`src/rtl/hdx_col_pkg.sv`:
```
package hdx_col_pkg;

  localparam int LED_MODE_W = 2;
  localparam logic [LED_MODE_W-1:0] LED_SEL_COLLISION = 2'b10;

  typedef struct packed {
    logic full_duplex;
    logic link_fail;
    logic diag_loop;
  } gate_ctrl_t;

  typedef struct packed {
    logic speed_10;
    logic sqe_test;
    logic jabber;
  } ten_src_t;

  function automatic logic gate_open(input gate_ctrl_t g);
    return !(g.full_duplex || g.link_fail || g.diag_loop);
  endfunction

endpackage

```
`src/rtl/hdx_col_gate.sv`:
```
module hdx_col_gate
  import hdx_col_pkg::*;
(
  input  gate_ctrl_t gate,
  input  ten_src_t   ten,
  input  logic       tx_active,
  input  logic       rx_active,
  input  logic       col_test,
  input  logic       tx_en,
  output logic       gate_ok,
  output logic       overlap,
  output logic       col_next,
  output logic       rxd_zero_next
);

  logic extra_src;
  logic real_col;

  always_comb begin
    gate_ok       = gate_open(gate);
    overlap       = gate_ok && tx_active && rx_active;
    extra_src     = gate_ok && ten.speed_10 && (ten.sqe_test || ten.jabber);
    real_col      = overlap || extra_src;
    col_next      = col_test ? tx_en : real_col;
    rxd_zero_next = ten.speed_10 && real_col;
  end

endmodule

```
`src/rtl/hdx_carrier_hold.sv`:
```
module hdx_carrier_hold (
  input  logic clk,
  input  logic rst_n,
  input  logic gate_ok,
  input  logic overlap,
  input  logic full_duplex,
  input  logic tx_active,
  input  logic rx_active,
  output logic crs,
  output logic crs_loop_en
);

  logic held_q, held_d;
  logic crs_q, crs_d;
  logic loop_q, loop_d;
  logic any_act;

  always_comb begin
    any_act = tx_active || rx_active;
    held_d  = gate_ok && (overlap || (held_q && any_act));
    loop_d  = !full_duplex && !held_d;
    crs_d   = rx_active || (tx_active && loop_d) || held_d;
  end

  always_ff @(posedge clk or negedge rst_n) begin
    if (!rst_n) begin
      held_q <= 1'b0;
      crs_q  <= 1'b0;
      loop_q <= 1'b0;
    end else begin
      held_q <= held_d;
      crs_q  <= crs_d;
      loop_q <= loop_d;
    end
  end

  assign crs         = crs_q;
  assign crs_loop_en = loop_q;

endmodule

```
`src/rtl/hdx_led_stretch.sv`:
```
module hdx_led_stretch
  import hdx_col_pkg::*;
#(
  parameter int LED_CYCLES = 10_000_000
) (
  input  logic                  clk,
  input  logic                  rst_n,
  input  logic                  trigger,
  input  logic [LED_MODE_W-1:0] led_mode,
  output logic                  led_n
);

  localparam int CNT_W = $clog2(LED_CYCLES + 1);
  localparam logic [CNT_W-1:0] CNT_LOAD = CNT_W'(LED_CYCLES);

  logic [CNT_W-1:0] cnt_q, cnt_d;
  logic             cnt_en;
  logic             led_n_q, led_n_d;

  always_comb begin
    cnt_en = trigger || (cnt_q != '0);
    if (trigger) cnt_d = CNT_LOAD;
    else         cnt_d = cnt_q - 1'b1;
    led_n_d = !((led_mode == LED_SEL_COLLISION) &&
                (cnt_en ? (cnt_d != '0) : 1'b0));
  end

  always_ff @(posedge clk or negedge rst_n) begin
    if (!rst_n) cnt_q <= '0;
    else if (cnt_en) cnt_q <= cnt_d;
  end

  always_ff @(posedge clk or negedge rst_n) begin
    if (!rst_n) led_n_q <= 1'b1;
    else        led_n_q <= led_n_d;
  end

  assign led_n = led_n_q;

endmodule

```
`src/rtl/hdx_collision_unit.sv`:
```
module hdx_collision_unit
  import hdx_col_pkg::*;
#(
  parameter int LED_CYCLES = 10_000_000,
  parameter int SYNC_STAGES = 2
) (
  input  logic                  clk,
  input  logic                  rst_n,
  input  logic                  tx_active,
  input  logic                  rx_active,
  input  logic                  full_duplex,
  input  logic                  link_fail,
  input  logic                  diag_loop,
  input  logic                  col_test,
  input  logic                  tx_en,
  input  logic                  speed_10,
  input  logic                  sqe_test,
  input  logic                  jabber,
  input  logic [LED_MODE_W-1:0] led_mode,
  output logic                  col,
  output logic                  crs,
  output logic                  tp_out_en,
  output logic                  rxd_zero,
  output logic                  crs_loop_en,
  output logic                  led_n
);

  logic [SYNC_STAGES-1:0] sync_q;
  logic                   rst_sync_n;

  always_ff @(posedge clk or negedge rst_n) begin
    if (!rst_n) sync_q <= '0;
    else        sync_q <= {sync_q[SYNC_STAGES-2:0], 1'b1};
  end
  assign rst_sync_n = sync_q[SYNC_STAGES-1];

  gate_ctrl_t gate;
  ten_src_t   ten;
  logic gate_ok, overlap, col_next, rxd_zero_next;

  assign gate = '{full_duplex: full_duplex, link_fail: link_fail, diag_loop: diag_loop};
  assign ten  = '{speed_10: speed_10, sqe_test: sqe_test, jabber: jabber};

  hdx_col_gate u_gate (
    .gate          (gate),
    .ten           (ten),
    .tx_active     (tx_active),
    .rx_active     (rx_active),
    .col_test      (col_test),
    .tx_en         (tx_en),
    .gate_ok       (gate_ok),
    .overlap       (overlap),
    .col_next      (col_next),
    .rxd_zero_next (rxd_zero_next)
  );

  hdx_carrier_hold u_hold (
    .clk         (clk),
    .rst_n       (rst_sync_n),
    .gate_ok     (gate_ok),
    .overlap     (overlap),
    .full_duplex (full_duplex),
    .tx_active   (tx_active),
    .rx_active   (rx_active),
    .crs         (crs),
    .crs_loop_en (crs_loop_en)
  );

  logic col_q, tp_q, rz_q;
  logic col_rise;

  always_comb col_rise = col_next && !col_q;

  always_ff @(posedge clk or negedge rst_sync_n) begin
    if (!rst_sync_n) begin
      col_q <= 1'b0;
      tp_q  <= 1'b1;
      rz_q  <= 1'b0;
    end else begin
      col_q <= col_next;
      tp_q  <= !col_test;
      rz_q  <= rxd_zero_next;
    end
  end

  hdx_led_stretch #(.LED_CYCLES(LED_CYCLES)) u_led (
    .clk      (clk),
    .rst_n    (rst_sync_n),
    .trigger  (col_rise),
    .led_mode (led_mode),
    .led_n    (led_n)
  );

  assign col       = col_q;
  assign tp_out_en = tp_q;
  assign rxd_zero  = rz_q;

endmodule

```
`config.mk`:
```
export PLATFORM = sky130hd
export DESIGN_NAME = hdx_collision_unit
export DESIGN_NICKNAME = d
export VERILOG_FILES = /design/src/rtl/hdx_col_pkg.sv /design/src/rtl/hdx_col_gate.sv /design/src/rtl/hdx_carrier_hold.sv /design/src/rtl/hdx_led_stretch.sv /design/src/rtl/hdx_collision_unit.sv
export SDC_FILE = /design/constraint.sdc
export NUM_CORES = 1
export LEC_CHECK = 0
export ABC_AREA = 1
export CORE_MARGIN = 10
export CORE_UTILIZATION = 37
export DETAILED_ROUTE_END_ITERATION = 8
export HOLD_SLACK_MARGIN = 0.02
export PLACE_DENSITY = 0.55
export SETUP_SLACK_MARGIN = 0.5
export SLEW_MARGIN = 10
export SYNTH_ARGS = -nofsm -noshare
export SYNTH_HDL_FRONTEND = slang
export SYNTH_SLANG_ARGS = --single-unit
```
`constraint.sdc`:
```
create_clock -name clk -period 0.98 [get_ports clk]
set_input_delay 0.245 -clock clk [delete_from_list [all_inputs] [get_ports clk]]
set_output_delay 0.245 -clock clk [all_outputs]
set_load 0.02 [all_outputs]
```
Word level (Yosys, flattened, before mapping)
Cells that the tools add are included.

Add/sub/neg operators: 1. Eq/ne operators: 1. Multiplexer cells: 3. Reduce and logical (&&, ||, !) cells: 28.

Operator list (number): $reduce_bool A24 Y1 (2); $mux W24 (1); $sub A24 B1 Y24 const B (1); $logic_and A1 B1 Y1 (11); $logic_or A1 B1 Y1 (9); $logic_not A1 Y1 (6); $eq A2 B2 Y1 const B (1); $mux W1 (2).

Bits in registers: 33. Bits of input ports: 14. Output and inout port bits: 6. Logic and storage cells: 42.

Depth between registers and ports, before layout
Depth after elaboration: 13. Depth in mapped cells: 14. Mapped depth without buffers: 14.

Modules after synthesis
Synthesis repeated with hierarchy kept, for this count alone.

Cell total of the unflattened synthesis: 302. Area, all modules: 2095.8 um2.

Modules (own cells, without submodules): hdx_led_stretch (instances 1, cells an instance 269, area an instance 1773.0 um2); hdx_collision_unit (instances 1, cells an instance 9, area an instance 143.9 um2); hdx_carrier_hold (instances 1, cells an instance 12, area an instance 116.4 um2); hdx_col_gate (instances 1, cells an instance 12, area an instance 62.6 um2).

Least setup slack after synthesis
Ideal clock, no wire load.

Path kind: reg-to-reg. Start: reg u_led.cnt_q[0]. End: reg u_led.cnt_q[6]. Library setup time: 0.113 ns. Arrival time: 1.684 ns. Required time: 0.867 ns. Path slack: -0.817 ns. Cell stages (with the launch flop): 11. Cells stage by stage: dfrtp_1 inv_1 ha_1 nand2_4 nor2_8 nand3_4 nor4_4 nor2_4 inv_2 or2_1 inv_1.

Word-level cells in the longest chain between the ends: 2.

RTL lines: start, declared (line hdx_led_stretch.sv:16) `logic [CNT_W-1:0] cnt_q, cnt_d;`; start signal, assigned (line hdx_led_stretch.sv:30) `else if (cnt_en) cnt_q <= cnt_d;`; $sub A24 B1 Y24 or $reduce_bool A24 Y1 (tied branches) (line hdx_led_stretch.sv:23, hdx_led_stretch.sv:21); $mux W24 or $logic_or A1 B1 Y1 (tied branches) (line hdx_led_stretch.sv:22, hdx_led_stretch.sv:21).

Several ways; a longest one is shown, not always the timed one. A chain may end at the register's enable or synchronous reset.

Final worst setup path
Start: reg u_led.cnt_q[1]. End: reg u_led.cnt_q[21].

Same word-level chain as after synthesis.

==> metrics <==
routed vias 2135; largest net degree at the start of global routing 16; GR Overflow Total 0; GP Congestion 0.873; Synth Register Bits 33; Post-Syn Area 2000 sq um; Final min period 1860 ps; Synth Warn # 0; post-synth top area share 38.8%; routed len/inst 12.6 microns; Final Non-Filler Cells 464; CTS tree done; crit start category register; Initial Utilization 38.7%; status finished with violations; worst hold path class input pin to asynchronous set/reset pin; top_reg_cell synth dfrtp_1; number of synthesized flops with an enable pin 0; Register Area 835 sq um; Worst IR Drop VDD 1.20 mV; failing checks negative setup slack; RSZ-0062 raised after global routing true; FMAX 539 MHz; fraction of layout instances using a drive strength above 1 42.4%; First-pass DRT Iterations 4; # fillers 478; max-cap violation count 0; height of the die 93.6 microns; FP Rows 26; DR vias/cell 4.60; cell taking the most area after synthesis dfrtp_1; first-pass GRT wire length 9.91 mm; Yosys cell types 31; Synth area leaders dfrtp_1 (39%), nand2_1 (15%), nor2_1 (8.4%); Worst R2R Setup Slack -880 ps; Die Footprint 8750 sq um; placed cell count 441; DRC viols 0; Post-synth ARST share 100%; synthesis-to-layout area growth 62.9%; Fin Clk Skew 3.51 ps; worst skew pair latency 280 ps; I/O pin cnt 20; Pleak 1.69 nW; # setup viols final 33; Global Route Usage Sum 14.1%; Num CTS Buffers 5; port bufs 19; Seq/Total Area, Yosys 41.4%; commonest non-fill, non-tap cells in the layout buf_4 (78), nand2_1 (73), inv_1 (37); Worst setup EP type register; Worst EP required 1160 ps; Gate Count Post-Synth 280; Setup WS pre-CTS -993 ps; Final Hold Viols 0; most common cell after layout, fill and taps aside buf_4; Setup CP Type register to register; CP Data Arrival Time 2040 ps; fin. max-slew vios 0; H-tree levels 2; antenna violations before repair 0; fin crit share 189%; core area 5170 sq um; clk slew on worst S/H paths 70 ps; Antenna Nets Post-Route 0; vias in the first global route 2160; area taken by multi-input logic gates 1150 sq um; initial drt markers 79; PwrDens 1580 nW/um^2; total wire length 5.83 mm; Ant. Diodes 0; # hold bufs at CTS 0; Sink Count 33; average size of a mapped cell 7.15 sq um; Post-layout nets 408; placed wire-length estimate 4.47 mm; width of the chip 93.6 microns; clock root buffer master clkbuf_8; worst setup margin -876 ps; clock buffer depth 2; Net Count, Synth 295; crit-path max FO 4
[layout make-up]
type	count	area share [%]
clock buffers	8	2.46
inverters	44	5.07
flip-flops and latches	33	25.6
well taps	70	2.69
multi-input cells	201	35.4
repair buffers	108	28.8
[through the flow]
stage                     instance area, sq um  hold WS, ps  power (mW)  setup TNS, ps  utilization, %
after detailed placement                  2880          288        3.79         -24570            55.8
final                                     3260          119        5.16         -21230            63.0
after global routing                      3260          111        5.49         -23490            63.0
after CTS                                 3110          115        4.90         -19850            60.2
after floorplan                           2040        -50.6        2.83         -14910               -
after global placement                    2880          285        3.80         -23780            55.8
[flip-flops by register name, summed over array words and instances, names as in the netlist]
register,flops
col,1
tp_out_en,1
u_hold.crs_loop_en,1
sync_q,2
u_hold.crs,1
rxd_zero,1
u_led.cnt_q,24
u_hold.held_q,1
u_led.led_n,1
[worst max-delay path, cell delays in order (launching register included)]
cell     delay (ps)
dfrtp_1         420
inv_2           100
ha_4            150
nand2_4          80
nor2_8          120
buf_12          120
nand3_4          70
nor4_4          340
nor2_4           90
inv_2           110
buf_12          130
nor2_4           40
[worst paths after layout]
path / from / end / cells past startpoint
max in group asynchronous: sync_q[1] / u_led.cnt_q[2] / 1
setup reg to reg: u_led.cnt_q[1] / u_led.cnt_q[21] / 11
hold / removal: rst_n / sync_q[1] / 1
hold reg to reg: sync_q[1] / u_led.cnt_q[23] / 1
min in group clk: link_fail / col / 4
setup / recovery: u_led.cnt_q[1] / u_led.cnt_q[21] / 11
[power by group]
group,switching [mW],internal [mW]
clock,0.489,0.505
sequential,0.223,1.55
combinational,1.13,1.27
[cells in the mapped netlist (2+ instances only)]
library cell,n
dfstp_2,2
nand4_1,5
nand3_1,27
nor2_1,45
xnor2_1,4
nand2_1,78
o21ai_0,13
xor2_1,3
nor2_2,5
nor4_4,2
nand2_2,3
nor2_4,3
dfrtp_1,31
inv_1,42
[layer usage]
layer / vias to the layer above / part of all wire, % / GRT usage [%]
met4: 0 / 1.1 / 4.81
li1: 1096 / - / -
met1: 996 / 46 / 17.3
met2: 38 / 48 / 23.6
met5: - / 0 / 0
met3: 5 / 4.4 / 3.60
[cell families after synthesis]
group           Yosys count  synth area share [%]
compound gates           18                  4.87
flops                    33                  41.4
xor+xnor                  7                  3.06
fa+ha+maj                 1                 0.625
other cells               1                 0.187
buf+inv                  46                  8.87
simple gates            174                  41.0
[repair_timing]
| action | CTS | global route |
|---|---|---|
| buffers inserted | 8 | 7 |
| endpoints found under the setup margin | 68 | 52 |
| resized for setup | 94 | 24 |
| pin swaps | 20 | 12 |
Power figures use the tool's default switching activity.
